<file path="config.mk">
export PLATFORM = sky130hd
export DESIGN_NAME = pwr_domain_ctrl
export DESIGN_NICKNAME = d
export VERILOG_FILES = /design/src/rtl/pdc_pkg.sv /design/src/rtl/pdc_cmd_check.sv /design/src/rtl/pdc_domain.sv /design/src/rtl/pdc_irq.sv /design/src/rtl/pwr_domain_ctrl.sv
export SDC_FILE = /design/constraint.sdc
export NUM_CORES = 1
export LEC_CHECK = 0
export BUFFER_PORTS_ARGS = -buffer_cell sky130_fd_sc_hd__clkbuf_2
export CORE_MARGIN = 5
export CORE_UTILIZATION = 40
export DETAILED_ROUTE_END_ITERATION = 12
export SLEW_MARGIN = 10
export SYNTH_ARGS = -nofsm -noshare
export SYNTH_HDL_FRONTEND = slang
export SYNTH_HIERARCHICAL = 1
export SYNTH_SLANG_ARGS = --single-unit
</file>
<file path="constraint.sdc">
create_clock -name clk -period 12.5 [get_ports clk]
set_clock_uncertainty 0.1 [all_clocks]
set_input_delay 3.125 -clock clk [delete_from_list [all_inputs] [get_ports clk]]
set_output_delay 3.125 -clock clk [all_outputs]
set_load 0.005 [all_outputs]
</file>
<file path="src/rtl/pdc_pkg.sv">
// Shared constants for the power domain command controller.
// Assumes five domains with fixed codes; opcodes and interrupt bit positions
// are visible to software and must not move.
package pdc_pkg;
    localparam int NDOM = 5;
    localparam int NIRQ = 8;

    localparam logic [3:0] OP_UP      = 4'd1;
    localparam logic [3:0] OP_DOWN    = 4'd2;
    localparam logic [3:0] OP_DELEG   = 4'd3;
    localparam logic [3:0] OP_RETRACT = 4'd4;
    localparam logic [3:0] OP_SRESET  = 4'd5;
    localparam logic [3:0] OP_INSPECT = 4'd6;

    localparam logic [2:0] DOM_L2     = 3'd0;
    localparam logic [2:0] DOM_SHADER = 3'd2;
    localparam logic [3:0] SUB_RAY    = 4'd1;

    localparam int IRQ_SINGLE  = 0;
    localparam int IRQ_ALL     = 1;
    localparam int IRQ_DELEG   = 2;
    localparam int IRQ_RESET   = 3;
    localparam int IRQ_RETRACT = 4;
    localparam int IRQ_INSPECT = 5;
    localparam int IRQ_DENIED  = 6;
    localparam int IRQ_INVALID = 7;

    localparam logic [7:0] A_ARG  = 8'h00;
    localparam logic [7:0] A_CMD  = 8'h01;
    localparam logic [7:0] A_STAT = 8'h02;
    localparam logic [7:0] A_RAW  = 8'h03;
    localparam logic [7:0] A_MASK = 8'h04;
    localparam logic [7:0] A_CLR  = 8'h05;
    localparam logic [7:0] A_PEND = 8'h06;
    localparam int         A_DOM  = 16;
endpackage

</file>
<file path="src/rtl/pdc_cmd_check.sv">
// Command checker: classifies a written command word as invalid, denied or
// accepted, using the current ownership flags and sequencer state.
// Assumes the command word is presented in the same cycle as its write strobe.
module pdc_cmd_check
    import pdc_pkg::*;
(
    input  logic            cmd_wr,
    input  logic [11:0]     cmd,
    input  logic [NDOM-1:0] allow,
    input  logic [NDOM-1:0] deleg,
    input  logic            busy,
    input  logic            permit,
    output logic [3:0]      op,
    output logic [2:0]      dom,
    output logic            accept,
    output logic            bad_cmd,
    output logic            denied
);
    logic [3:0]      sub;
    logic            op_ok, dom_ok, sub_ok, bad, deny;
    logic            dom_allow, dom_deleg;
    logic [NDOM-1:0] dom_bit;

    // Field extraction and legality of opcode, domain and subdomain
    always_comb begin
        op      = cmd[3:0];
        dom     = cmd[6:4];
        sub     = cmd[11:8];
        op_ok   = (op >= OP_UP) && (op <= OP_INSPECT);
        dom_ok  = ({29'd0, dom} < NDOM);
        sub_ok  = (sub == 4'd0) || (sub == SUB_RAY && dom == DOM_SHADER);
        bad     = !(op_ok && dom_ok && sub_ok);
        dom_bit = dom_ok ? (NDOM'(1) << dom) : '0;
        dom_allow = |(allow & dom_bit);
        dom_deleg = |(deleg & dom_bit);
    end

    // Permission rules per opcode
    always_comb begin
        unique case (op)
            OP_UP, OP_DOWN: deny = busy || dom_deleg || !dom_allow;
            OP_DELEG:       deny = busy || dom == DOM_L2 || !dom_allow;
            OP_RETRACT:     deny = busy || dom == DOM_L2 || !dom_deleg;
            OP_SRESET:      deny = busy || !permit;
            default:        deny = 1'b0;
        endcase
    end

    // Outcome strobes, qualified by the write
    always_comb begin
        bad_cmd = cmd_wr && bad;
        denied  = cmd_wr && !bad && deny;
        accept  = cmd_wr && !bad && !deny;
    end
endmodule

</file>
<file path="src/rtl/pdc_domain.sv">
// One power domain: holds the ready and in-transition core masks.
// Assumes start and done are never high together and that eff is already
// restricted to present cores.
module pdc_domain #(
    parameter int CW = 8
) (
    input  logic          clk,
    input  logic          rst_n,
    input  logic          start,
    input  logic          up,
    input  logic [CW-1:0] eff,
    input  logic          done,
    input  logic          wipe,
    output logic [CW-1:0] ready,
    output logic [CW-1:0] trans
);
    logic dir_up;

    // Latch the transition at start, apply it to the ready mask at done
    always_ff @(posedge clk) begin
        if (!rst_n) begin
            ready  <= '0;
            trans  <= '0;
            dir_up <= 1'b0;
        end else if (wipe) begin
            ready  <= '0;
            trans  <= '0;
        end else if (start) begin
            trans  <= eff;
            dir_up <= up;
        end else if (done) begin
            ready  <= dir_up ? (ready | trans) : (ready & ~trans);
            trans  <= '0;
        end
    end
endmodule

</file>
<file path="src/rtl/pdc_irq.sv">
// Interrupt block: raw sticky bits, mask, write-one-to-clear.
// Assumes a set and a clear of the same bit in one cycle leaves it set.
module pdc_irq #(
    parameter int N = 8
) (
    input  logic         clk,
    input  logic         rst_n,
    input  logic [N-1:0] set,
    input  logic         clr_wr,
    input  logic         mask_wr,
    input  logic [N-1:0] wdata,
    output logic [N-1:0] raw,
    output logic [N-1:0] mask,
    output logic         irq
);
    // Raw and mask register update
    always_ff @(posedge clk) begin
        if (!rst_n) begin
            raw  <= '0;
            mask <= '0;
        end else begin
            raw <= (raw & ~(clr_wr ? wdata : '0)) | set;
            if (mask_wr) mask <= wdata;
        end
    end

    // Request line from enabled pending sources
    always_comb irq = |(raw & mask);
endmodule

</file>
<file path="src/rtl/pwr_domain_ctrl.sv">
// Power domain command controller top: register file, command sequencer,
// ownership flags, per-domain core masks and interrupts.
// Assumes a single register port with combinational reads; one timed
// operation runs at a time, lasting SETTLE cycles (SETTLE >= 1).
module pwr_domain_ctrl
    import pdc_pkg::*;
#(
    parameter int                 CW      = 8,
    parameter int                 SETTLE  = 4,
    parameter logic [NDOM*CW-1:0] PRESENT = {8'h03, 8'h03, 8'h0F, 8'h01, 8'h01}
) (
    input  logic        clk,
    input  logic        rst_n,
    input  logic        soft_rst_permit,
    input  logic        reg_wr,
    input  logic [7:0]  reg_addr,
    input  logic [63:0] reg_wdata,
    output logic [63:0] reg_rdata,
    output logic        irq
);
    localparam int CNTW = $clog2(SETTLE + 1);

    logic [63:0]      arg_q;
    logic [NDOM-1:0]  allow_q, deleg_q;
    logic             busy_q, all_q;
    logic [CNTW-1:0]  cnt_q;
    logic [3:0]       op_q, op_w;
    logic [2:0]       dom_q, dom_w;
    logic             accept, bad_cmd, denied, done, is_pwr_w, is_pwr_q;
    logic             rpend;
    logic [NDOM*CW-1:0] ready_all, trans_all;
    logic [NIRQ-1:0]  irq_set, irq_raw, irq_mask;
    logic [CW-1:0]    eff_sel;
    logic             unused_bits;

    assign unused_bits = ^{reg_wdata[63:12], arg_q[63:CW]};

    pdc_cmd_check u_check (
        .cmd_wr (reg_wr && reg_addr == A_CMD),
        .cmd    (reg_wdata[11:0]),
        .allow  (allow_q),
        .deleg  (deleg_q),
        .busy   (busy_q),
        .permit (soft_rst_permit),
        .op     (op_w),
        .dom    (dom_w),
        .accept (accept),
        .bad_cmd(bad_cmd),
        .denied (denied)
    );

    // Decode helpers for the incoming and the running operation
    always_comb begin
        is_pwr_w = (op_w == OP_UP) || (op_w == OP_DOWN);
        is_pwr_q = (op_q == OP_UP) || (op_q == OP_DOWN);
        done     = busy_q && (cnt_q == CNTW'(1));
        rpend    = busy_q && (op_q == OP_RETRACT);
        eff_sel  = '0;
        for (int d = 0; d < NDOM; d++)
            if (dom_w == 3'(d)) eff_sel = arg_q[CW-1:0] & PRESENT[d*CW +: CW];
    end

    // Argument register
    always_ff @(posedge clk) begin
        if (!rst_n)                            arg_q <= '0;
        else if (reg_wr && reg_addr == A_ARG)  arg_q <= reg_wdata;
    end

    // Sequencer: loads on an accepted timed command, counts down to done
    always_ff @(posedge clk) begin
        if (!rst_n) begin
            busy_q <= 1'b0;
            cnt_q  <= '0;
            op_q   <= '0;
            dom_q  <= '0;
            all_q  <= 1'b0;
        end else if (accept && op_w != OP_INSPECT) begin
            busy_q <= 1'b1;
            cnt_q  <= CNTW'(SETTLE);
            op_q   <= op_w;
            dom_q  <= dom_w;
            all_q  <= 1'b0;
            for (int d = 0; d < NDOM; d++)
                if (dom_w == 3'(d)) all_q <= (eff_sel == PRESENT[d*CW +: CW]);
        end else if (busy_q) begin
            cnt_q <= cnt_q - CNTW'(1);
            if (done) busy_q <= 1'b0;
        end
    end

    // Ownership flags: swap on hand-over completion, restore on soft reset
    always_ff @(posedge clk) begin
        if (!rst_n) begin
            allow_q <= '1;
            deleg_q <= '0;
        end else if (done) begin
            for (int d = 0; d < NDOM; d++) begin
                if (dom_q == 3'(d) && op_q == OP_DELEG) begin
                    allow_q[d] <= 1'b0;
                    deleg_q[d] <= 1'b1;
                end
                if (dom_q == 3'(d) && op_q == OP_RETRACT) begin
                    allow_q[d] <= 1'b1;
                    deleg_q[d] <= 1'b0;
                end
            end
            if (op_q == OP_SRESET) begin
                allow_q <= '1;
                deleg_q <= '0;
            end
        end
    end

    for (genvar d = 0; d < NDOM; d++) begin : g_dom
        pdc_domain #(.CW(CW)) u_dom (
            .clk  (clk),
            .rst_n(rst_n),
            .start(accept && is_pwr_w && dom_w == 3'(d)),
            .up   (op_w == OP_UP),
            .eff  (arg_q[CW-1:0] & PRESENT[d*CW +: CW]),
            .done (done && is_pwr_q && dom_q == 3'(d)),
            .wipe (done && op_q == OP_SRESET),
            .ready(ready_all[d*CW +: CW]),
            .trans(trans_all[d*CW +: CW])
        );
    end

    // Interrupt source strobes
    always_comb begin
        irq_set              = '0;
        irq_set[IRQ_SINGLE]  = done && is_pwr_q;
        irq_set[IRQ_ALL]     = done && is_pwr_q && all_q;
        irq_set[IRQ_DELEG]   = done && (op_q == OP_DELEG || op_q == OP_RETRACT);
        irq_set[IRQ_RESET]   = done && op_q == OP_SRESET;
        irq_set[IRQ_RETRACT] = done && op_q == OP_RETRACT;
        irq_set[IRQ_INSPECT] = accept && op_w == OP_INSPECT;
        irq_set[IRQ_DENIED]  = denied;
        irq_set[IRQ_INVALID] = bad_cmd;
    end

    pdc_irq #(.N(NIRQ)) u_irq (
        .clk    (clk),
        .rst_n  (rst_n),
        .set    (irq_set),
        .clr_wr (reg_wr && reg_addr == A_CLR),
        .mask_wr(reg_wr && reg_addr == A_MASK),
        .wdata  (reg_wdata[NIRQ-1:0]),
        .raw    (irq_raw),
        .mask   (irq_mask),
        .irq    (irq)
    );

    // Read multiplexer
    always_comb begin
        reg_rdata = '0;
        unique case (reg_addr)
            A_ARG:  reg_rdata = arg_q;
            A_STAT: begin
                reg_rdata[NDOM-1:0]  = allow_q;
                reg_rdata[8 +: NDOM] = deleg_q;
                reg_rdata[16]        = rpend;
                reg_rdata[17]        = soft_rst_permit;
            end
            A_RAW:  reg_rdata = 64'(irq_raw);
            A_MASK: reg_rdata = 64'(irq_mask);
            A_PEND: reg_rdata = 64'(irq_raw & irq_mask);
            default: begin
                for (int d = 0; d < NDOM; d++) begin
                    if (reg_addr == 8'(A_DOM + 4*d))     reg_rdata = 64'(PRESENT[d*CW +: CW]);
                    if (reg_addr == 8'(A_DOM + 4*d + 1)) reg_rdata = 64'(ready_all[d*CW +: CW]);
                    if (reg_addr == 8'(A_DOM + 4*d + 2)) reg_rdata = 64'(trans_all[d*CW +: CW]);
                end
            end
        endcase
    end
endmodule

</file>
# --- Word level (Yosys, flattened, before mapping) ---
# Cells that the tools add are included.
classes:
  n_lt_le_gt_ge: 3
  bitwise: 29
  n_reduce_logical: 95
  eq_ne: 46
  addsub: 1
  shift: 1
  muxes: 76
ops:
  columns: ["op", "n"]
  rows:
  - ["64-bit two-way mux", 14]
  - ["46-bit case mux with 3 select lines", 1]
  - ["8-bit by 5-bit equality test with 1-bit output, second input constant", 12]
  - ["8-bit bitwise AND", 8]
  - ["8-bit two-way mux", 6]
  - ["1-bit logical AND", 42]
  - ["1-bit two-way mux", 35]
  - ["2-bit AND reduction", 15]
  - ["5-bit case mux with 5 select lines", 1]
  - ["8-bit by 3-bit equality test with 1-bit output, second input constant", 3]
  - ["8-bit by 6-bit equality test with 1-bit output, second input constant", 3]
  - ["4-bit by 2-bit equality test with 1-bit output, second input constant", 5]
  - ["4-bit by 3-bit equality test with 1-bit output, second input constant", 5]
  - ["4-bit two-way mux", 5]
  - ["5-bit case mux with 4 select lines", 1]
  - ["4-bit by 1-bit equality test with 1-bit output, second input constant", 4]
  - ["8-bit by 2-bit equality test with 1-bit output, second input constant", 2]
  - ["1-bit inverter with 8-bit output", 2]
  - ["2-bit inverter with 8-bit output", 2]
  - ["8-bit by 1-bit bitwise OR with 8-bit output", 2]
  - ["8-bit by 2-bit bitwise OR with 8-bit output", 2]
  - ["5-bit two-way mux", 3]
  - ["3-bit case mux with 5 select lines", 1]
  - ["3-bit nonzero test", 5]
  - ["32 further kinds", 72]
totals:
  reg_bits: 157
  word_cells: 285
  input_bits: 76

# --- Depth between registers and ports, before layout ---
logic_depth:
  ltp_word: 17
  depth_mapped: 18
  ltp_nobuf: 14

# --- Cells and area by module ---
# The synthesis kept the hierarchy.
modules_own_cells:
  columns: ["module", "cells_each", "seq_area_each_um2", "instances", "area_per_inst_um2"]
  rows:
  - ["pwr_domain_ctrl", 698, 1721.7, 1, 5257.5]
  - ["pdc_domain", 78, 340.3, 5, 715.7]
  - ["pdc_irq", 55, 320.3, 1, 625.6]
  - ["pdc_cmd_check", 50, 0.0, 1, 335.3]

# --- Worst setup path before layout ---
# Ideal clock, no wire load.
synth_timing:
  path_kind: "input -> output"
  startpoint: "input reg_addr[5]"
  endpoint: "output reg_rdata[13]"
  t_required_ps: 9275
  cell_stages: 6
  arrival_time_ps: 4702
  slack_ps: 4573
  path_cell_list: "or4_1 -> buf_2 -> nor4_4 -> buf_2 -> clkbuf_1 -> and2_1"
synth_between:
  elab_chain_cells: 15
  word_cells_on_any_way: 33
synth_rtl:
  columns: ["item", "line", "text"]
  rows:
  - ["start, declared", "pwr_domain_ctrl.sv:16", "input logic [7:0] reg_addr,"]
  - ["8-bit by 5-bit equality test with 1-bit output", "pwr_domain_ctrl.sv:171", "if (reg_addr == 8'(A_DOM + 4*d + 2)) reg_rdata = 64'(trans_all[d*CW +: CW]);"]
  - ["64-bit two-way mux", "pwr_domain_ctrl.sv:171", null]
  - ["64-bit two-way mux", "pwr_domain_ctrl.sv:169", "if (reg_addr == 8'(A_DOM + 4*d)) reg_rdata = 64'(PRESENT[d*CW +: CW]);"]
  - ["64-bit two-way mux", "pwr_domain_ctrl.sv:170", "if (reg_addr == 8'(A_DOM + 4*d + 1)) reg_rdata = 64'(ready_all[d*CW +: CW]);"]
  - ["64-bit two-way mux", "pwr_domain_ctrl.sv:171", null]
  - ["64-bit two-way mux", "pwr_domain_ctrl.sv:169", null]
  - ["64-bit two-way mux", "pwr_domain_ctrl.sv:170", null]
  - ["64-bit two-way mux", "pwr_domain_ctrl.sv:171", null]
  - ["64-bit two-way mux", "pwr_domain_ctrl.sv:169", null]
  - ["64-bit two-way mux", "pwr_domain_ctrl.sv:170", null]
  - ["64-bit two-way mux", "pwr_domain_ctrl.sv:171", null]
  - ["64-bit two-way mux", "pwr_domain_ctrl.sv:169", null]
  - ["64-bit two-way mux", "pwr_domain_ctrl.sv:170", null]
  - ["64-bit two-way mux", "pwr_domain_ctrl.sv:171", null]
  - ["3-bit case mux with 3 select lines (*)", "pwr_domain_ctrl.sv:156", "unique case (reg_addr)"]
  - ["end, declared", "pwr_domain_ctrl.sv:18", "output logic [63:0] reg_rdata,"]
# Mark *: on every way between the ends. The rest lies on a longest branch, timed or not.

# --- Final worst setup path ---
layout_timing:
  startpoint: "input reg_addr[0]"
  endpoint: "output reg_rdata[3]"
layout_between:
  elab_chain_cells: 16
  word_cells_on_any_way: 34
layout_rtl:
  columns: ["item", "line"]
  rows:
  - ["8-bit by 5-bit equality test with 1-bit output", "pwr_domain_ctrl.sv:170"]
  - ["64-bit two-way mux", "pwr_domain_ctrl.sv:170"]
  - ["64-bit two-way mux", "pwr_domain_ctrl.sv:171"]
  - ["64-bit two-way mux", "pwr_domain_ctrl.sv:169"]
  - ["64-bit two-way mux", "pwr_domain_ctrl.sv:170"]
  - ["64-bit two-way mux", "pwr_domain_ctrl.sv:171"]
  - ["64-bit two-way mux", "pwr_domain_ctrl.sv:169"]
  - ["64-bit two-way mux", "pwr_domain_ctrl.sv:170"]
  - ["64-bit two-way mux", "pwr_domain_ctrl.sv:171"]
  - ["64-bit two-way mux", "pwr_domain_ctrl.sv:169"]
  - ["64-bit two-way mux", "pwr_domain_ctrl.sv:170"]
  - ["64-bit two-way mux", "pwr_domain_ctrl.sv:171"]
  - ["64-bit two-way mux", "pwr_domain_ctrl.sv:169"]
  - ["64-bit two-way mux", "pwr_domain_ctrl.sv:170"]
  - ["64-bit two-way mux", "pwr_domain_ctrl.sv:171"]
  - ["5-bit case mux with 5 select lines (*)", "pwr_domain_ctrl.sv:156"]
# Marks and branches as above.

==> results.json <==
{
  "status": "completed",
  "yosysWarningCount": 6,
  "clk_pin_slew_ns": 0.08,
  "postLayoutCoreUtil_pct": 45.9,
  "worst_pin_slew_ns": 1.24,
  "cts_setup_buffers": 0,
  "vias_per_cell": 5.35,
  "cts_max_path_buffers": 2,
  "grt_max_degree": 65,
  "syn_inst": 1193,
  "hold_class": "register to register",
  "final_cell_count_no_fill": 1634,
  "max-slew-margin-rel_pct": 17.1,
  "drc_errors": 0,
  "hold_viol_final": 0,
  "critPathKind": "primary input to output port",
  "die_x_um": 167,
  "ir_drop_uv": 74.8,
  "drt_iter0_markers": 642,
  "worstPathRequired_ns": 9.27,
  "synthTopCellsByCount": "232 x nand2_1, 187 x dfxtp_1, 70 x a21oi_1",
  "coreArea_mm2": 0.0242,
  "placed_area_mm2": 0.0106,
  "critPathMaxFanout": 32,
  "rows": 57,
  "synth_top_area_cell": "dfxtp_1",
  "initial_utilization_pct": 40.4,
  "drive_gt1_share_pct": 16.4,
  "switchingPower_mw": 0.317,
  "layout_setup_ws_ns": 3.69,
  "globalRoute.totalOverflow": 0,
  "ys_async_sr_fraction_pct": 0,
  "fmax_mhz": 114,
  "io-pin-count": 141,
  "fp.dieH_um": 167,
  "cts_resized": 0,
  "drt-pass1-iter-count": 6,
  "dp_worst_setup_slack_ns": 3.77,
  "place.gp.congestion": 0.920,
  "htree_levels": 4,
  "dp_cells": 1602,
  "portBuffers": 140,
  "tritoncts": "yes",
  "seqPwrFrac_pct": 49.5,
  "rsz0062_at_grt": "no",
  "antenna_found_initial": 0,
  "insertion_delay_ns": 0.44,
  "p_int_mw": 0.886,
  "cap_viol_max_count": 0,
  "hold_slack_ns": 0.348,
  "vias": 8734,
  "grt_pass1_vias": 8239,
  "cellLeakagePower_nw": 4.38,
  "finalCriticalPeriod_ns": 8.81,
  "wl_um": 29300,
  "maxSlewViolCount": 0,
  "grt_first_pass_wirelength_um": 46100,
  "grt.total_usage_pct": 20.4,
  "num_antenna_cells": 0,
  "cts_num_sinks": 187,
  "finalSetupViolations": 0,
  "ys_seq_elements": 187,
  "min_period_over_period_pct": 70.5,
  "synthFlopType": "dfxtp_1",
  "ys_types": 75,
  "p_sw_share_pct": 26.3,
  "startpoint_type": "primary input",
  "syn_to_final_growth_pct": 13.6,
  "avgSynthCellArea_um2": 8.21,
  "fin_tns_setup_ns": 0,
  "synth.top_cell.area_share_pct": 38.2,
  "power_density_mw_per_mm2": 108,
  "synthTopCellsByArea": "dfxtp_1 38%, nand2_1 8.9%, mux2i_1 6.8%",
  "ctsHoldBuffers": 0,
  "synth_area_mm2": 0.00980,
  "stdcell_area_mm2": 0.0111,
  "finalNetCount": 1375,
  "synth_edf_count": 0,
  "p_comb_share_pct": 5.6,
  "hpwl_um": 20500,
  "ant_nets": 0,
  "synth.most_common_cell": "nand2_1",
  "seq_area_frac_synth_pct": 38.2,
  "cts_root_buf": "clkbuf_16",
  "cts_made_buffers": 17,
  "crit_path_end_kind": "output port",
  "wire_per_inst_um": 18.0,
  "p_clk_share_pct": 44.9,
  "critPathArrivalTime_ns": 5.58,
  "die-area_mm2": 0.0277,
  "finalPower_mw": 1.20
}
==> area by class of cell <==
| class | instances | area (um^2) |
|---|---|---|
| inverter | 17 | 63.8 |
| multi-input combinational | 924 | 5560 |
| timing repair buffer | 150 | 778 |
| sequential | 187 | 3740 |
| tap | 324 | 405 |
| clock inverter | 15 | 151 |
| clock buffer | 17 | 425 |
| fill | 2523 | 13100 |
==> per-layer routing <==
metal	global-route usage (%)	vias to the layer above	wire length (um)
li1	-	4276	-
met1	28.3	4186	13700
met2	32.7	244	13600
met3	4.57	28	1670
met4	4.73	0	347
met5	0	-	0
==> placed cells by master, fill, tap and decap left out, types with 6 or more instances in the layout <==
| master | instances |
|---|---|
| o21ai_0 | 33 |
| a21oi_1 | 70 |
| nor2_1 | 65 |
| mux2_2 | 6 |
| o21a_1 | 12 |
| nand2_2 | 6 |
| nor2b_1 | 38 |
| mux2i_1 | 67 |
| and2_1 | 53 |
| and3_1 | 7 |
| nand3_1 | 13 |
| nand2b_1 | 16 |
| a22oi_1 | 13 |
| nand2_1 | 231 |
| nor3_1 | 23 |
| a21boi_1 | 60 |
| clkbuf_16 | 17 |
| buf_4 | 11 |
| dfxtp_1 | 187 |
| inv_1 | 16 |
| clkbuf_2 | 139 |
| a21boi_0 | 17 |
| a22o_1 | 10 |
| conb_1 | 30 |
| nor3b_1 | 47 |
| o32ai_1 | 6 |
==> final timing paths <==
kind,endpoint,slack [ns],depth (start not counted),startpoint
hold / removal,arg_q[48]$_SDFFE_PN0P_,0.35,2,arg_q[48]$_SDFFE_PN0P_
setup reg to reg,g_dom[0].u_dom/dir_up$_SDFFE_PN0P_,7.84,12,deleg_q[2]$_SDFFE_PN0P_
setup / recovery,reg_rdata[3],3.69,7,reg_addr[0]
hold reg to reg,arg_q[48]$_SDFFE_PN0P_,0.35,2,arg_q[48]$_SDFFE_PN0P_
==> power groups by stage <==
stage                     registers (mW)  logic (mW)  clock network (mW)
after global placement             0.610      0.0667                   0
after global routing               0.596      0.0731               0.577
after floorplan                    0.610      0.0407                   0
after CTS                          0.595      0.0668               0.551
final                              0.595      0.0677               0.540
after detailed placement           0.610      0.0665                   0
==> logic make-up after synthesis <==
kind of cell,after synthesis,synth area share [%]
flops,187,38.2
xor+xnor,4,0.358
other cells,1,0.0383
simple gates,547,28.6
fa+ha+maj,2,0.255
mux,74,7.69
buf+inv,111,6.45
compound gates,267,18.4
==> worst max-delay path, stage by stage <==
cell and delay [ns]:
clkbuf_2 0.40, nor2b_1 1.03, o21ai_0 0.29, nand3_1 0.19, a2bb2oi_1 0.08, o31ai_1 0.30
clkbuf_2 0.17
Power figures use the tool's default switching activity.
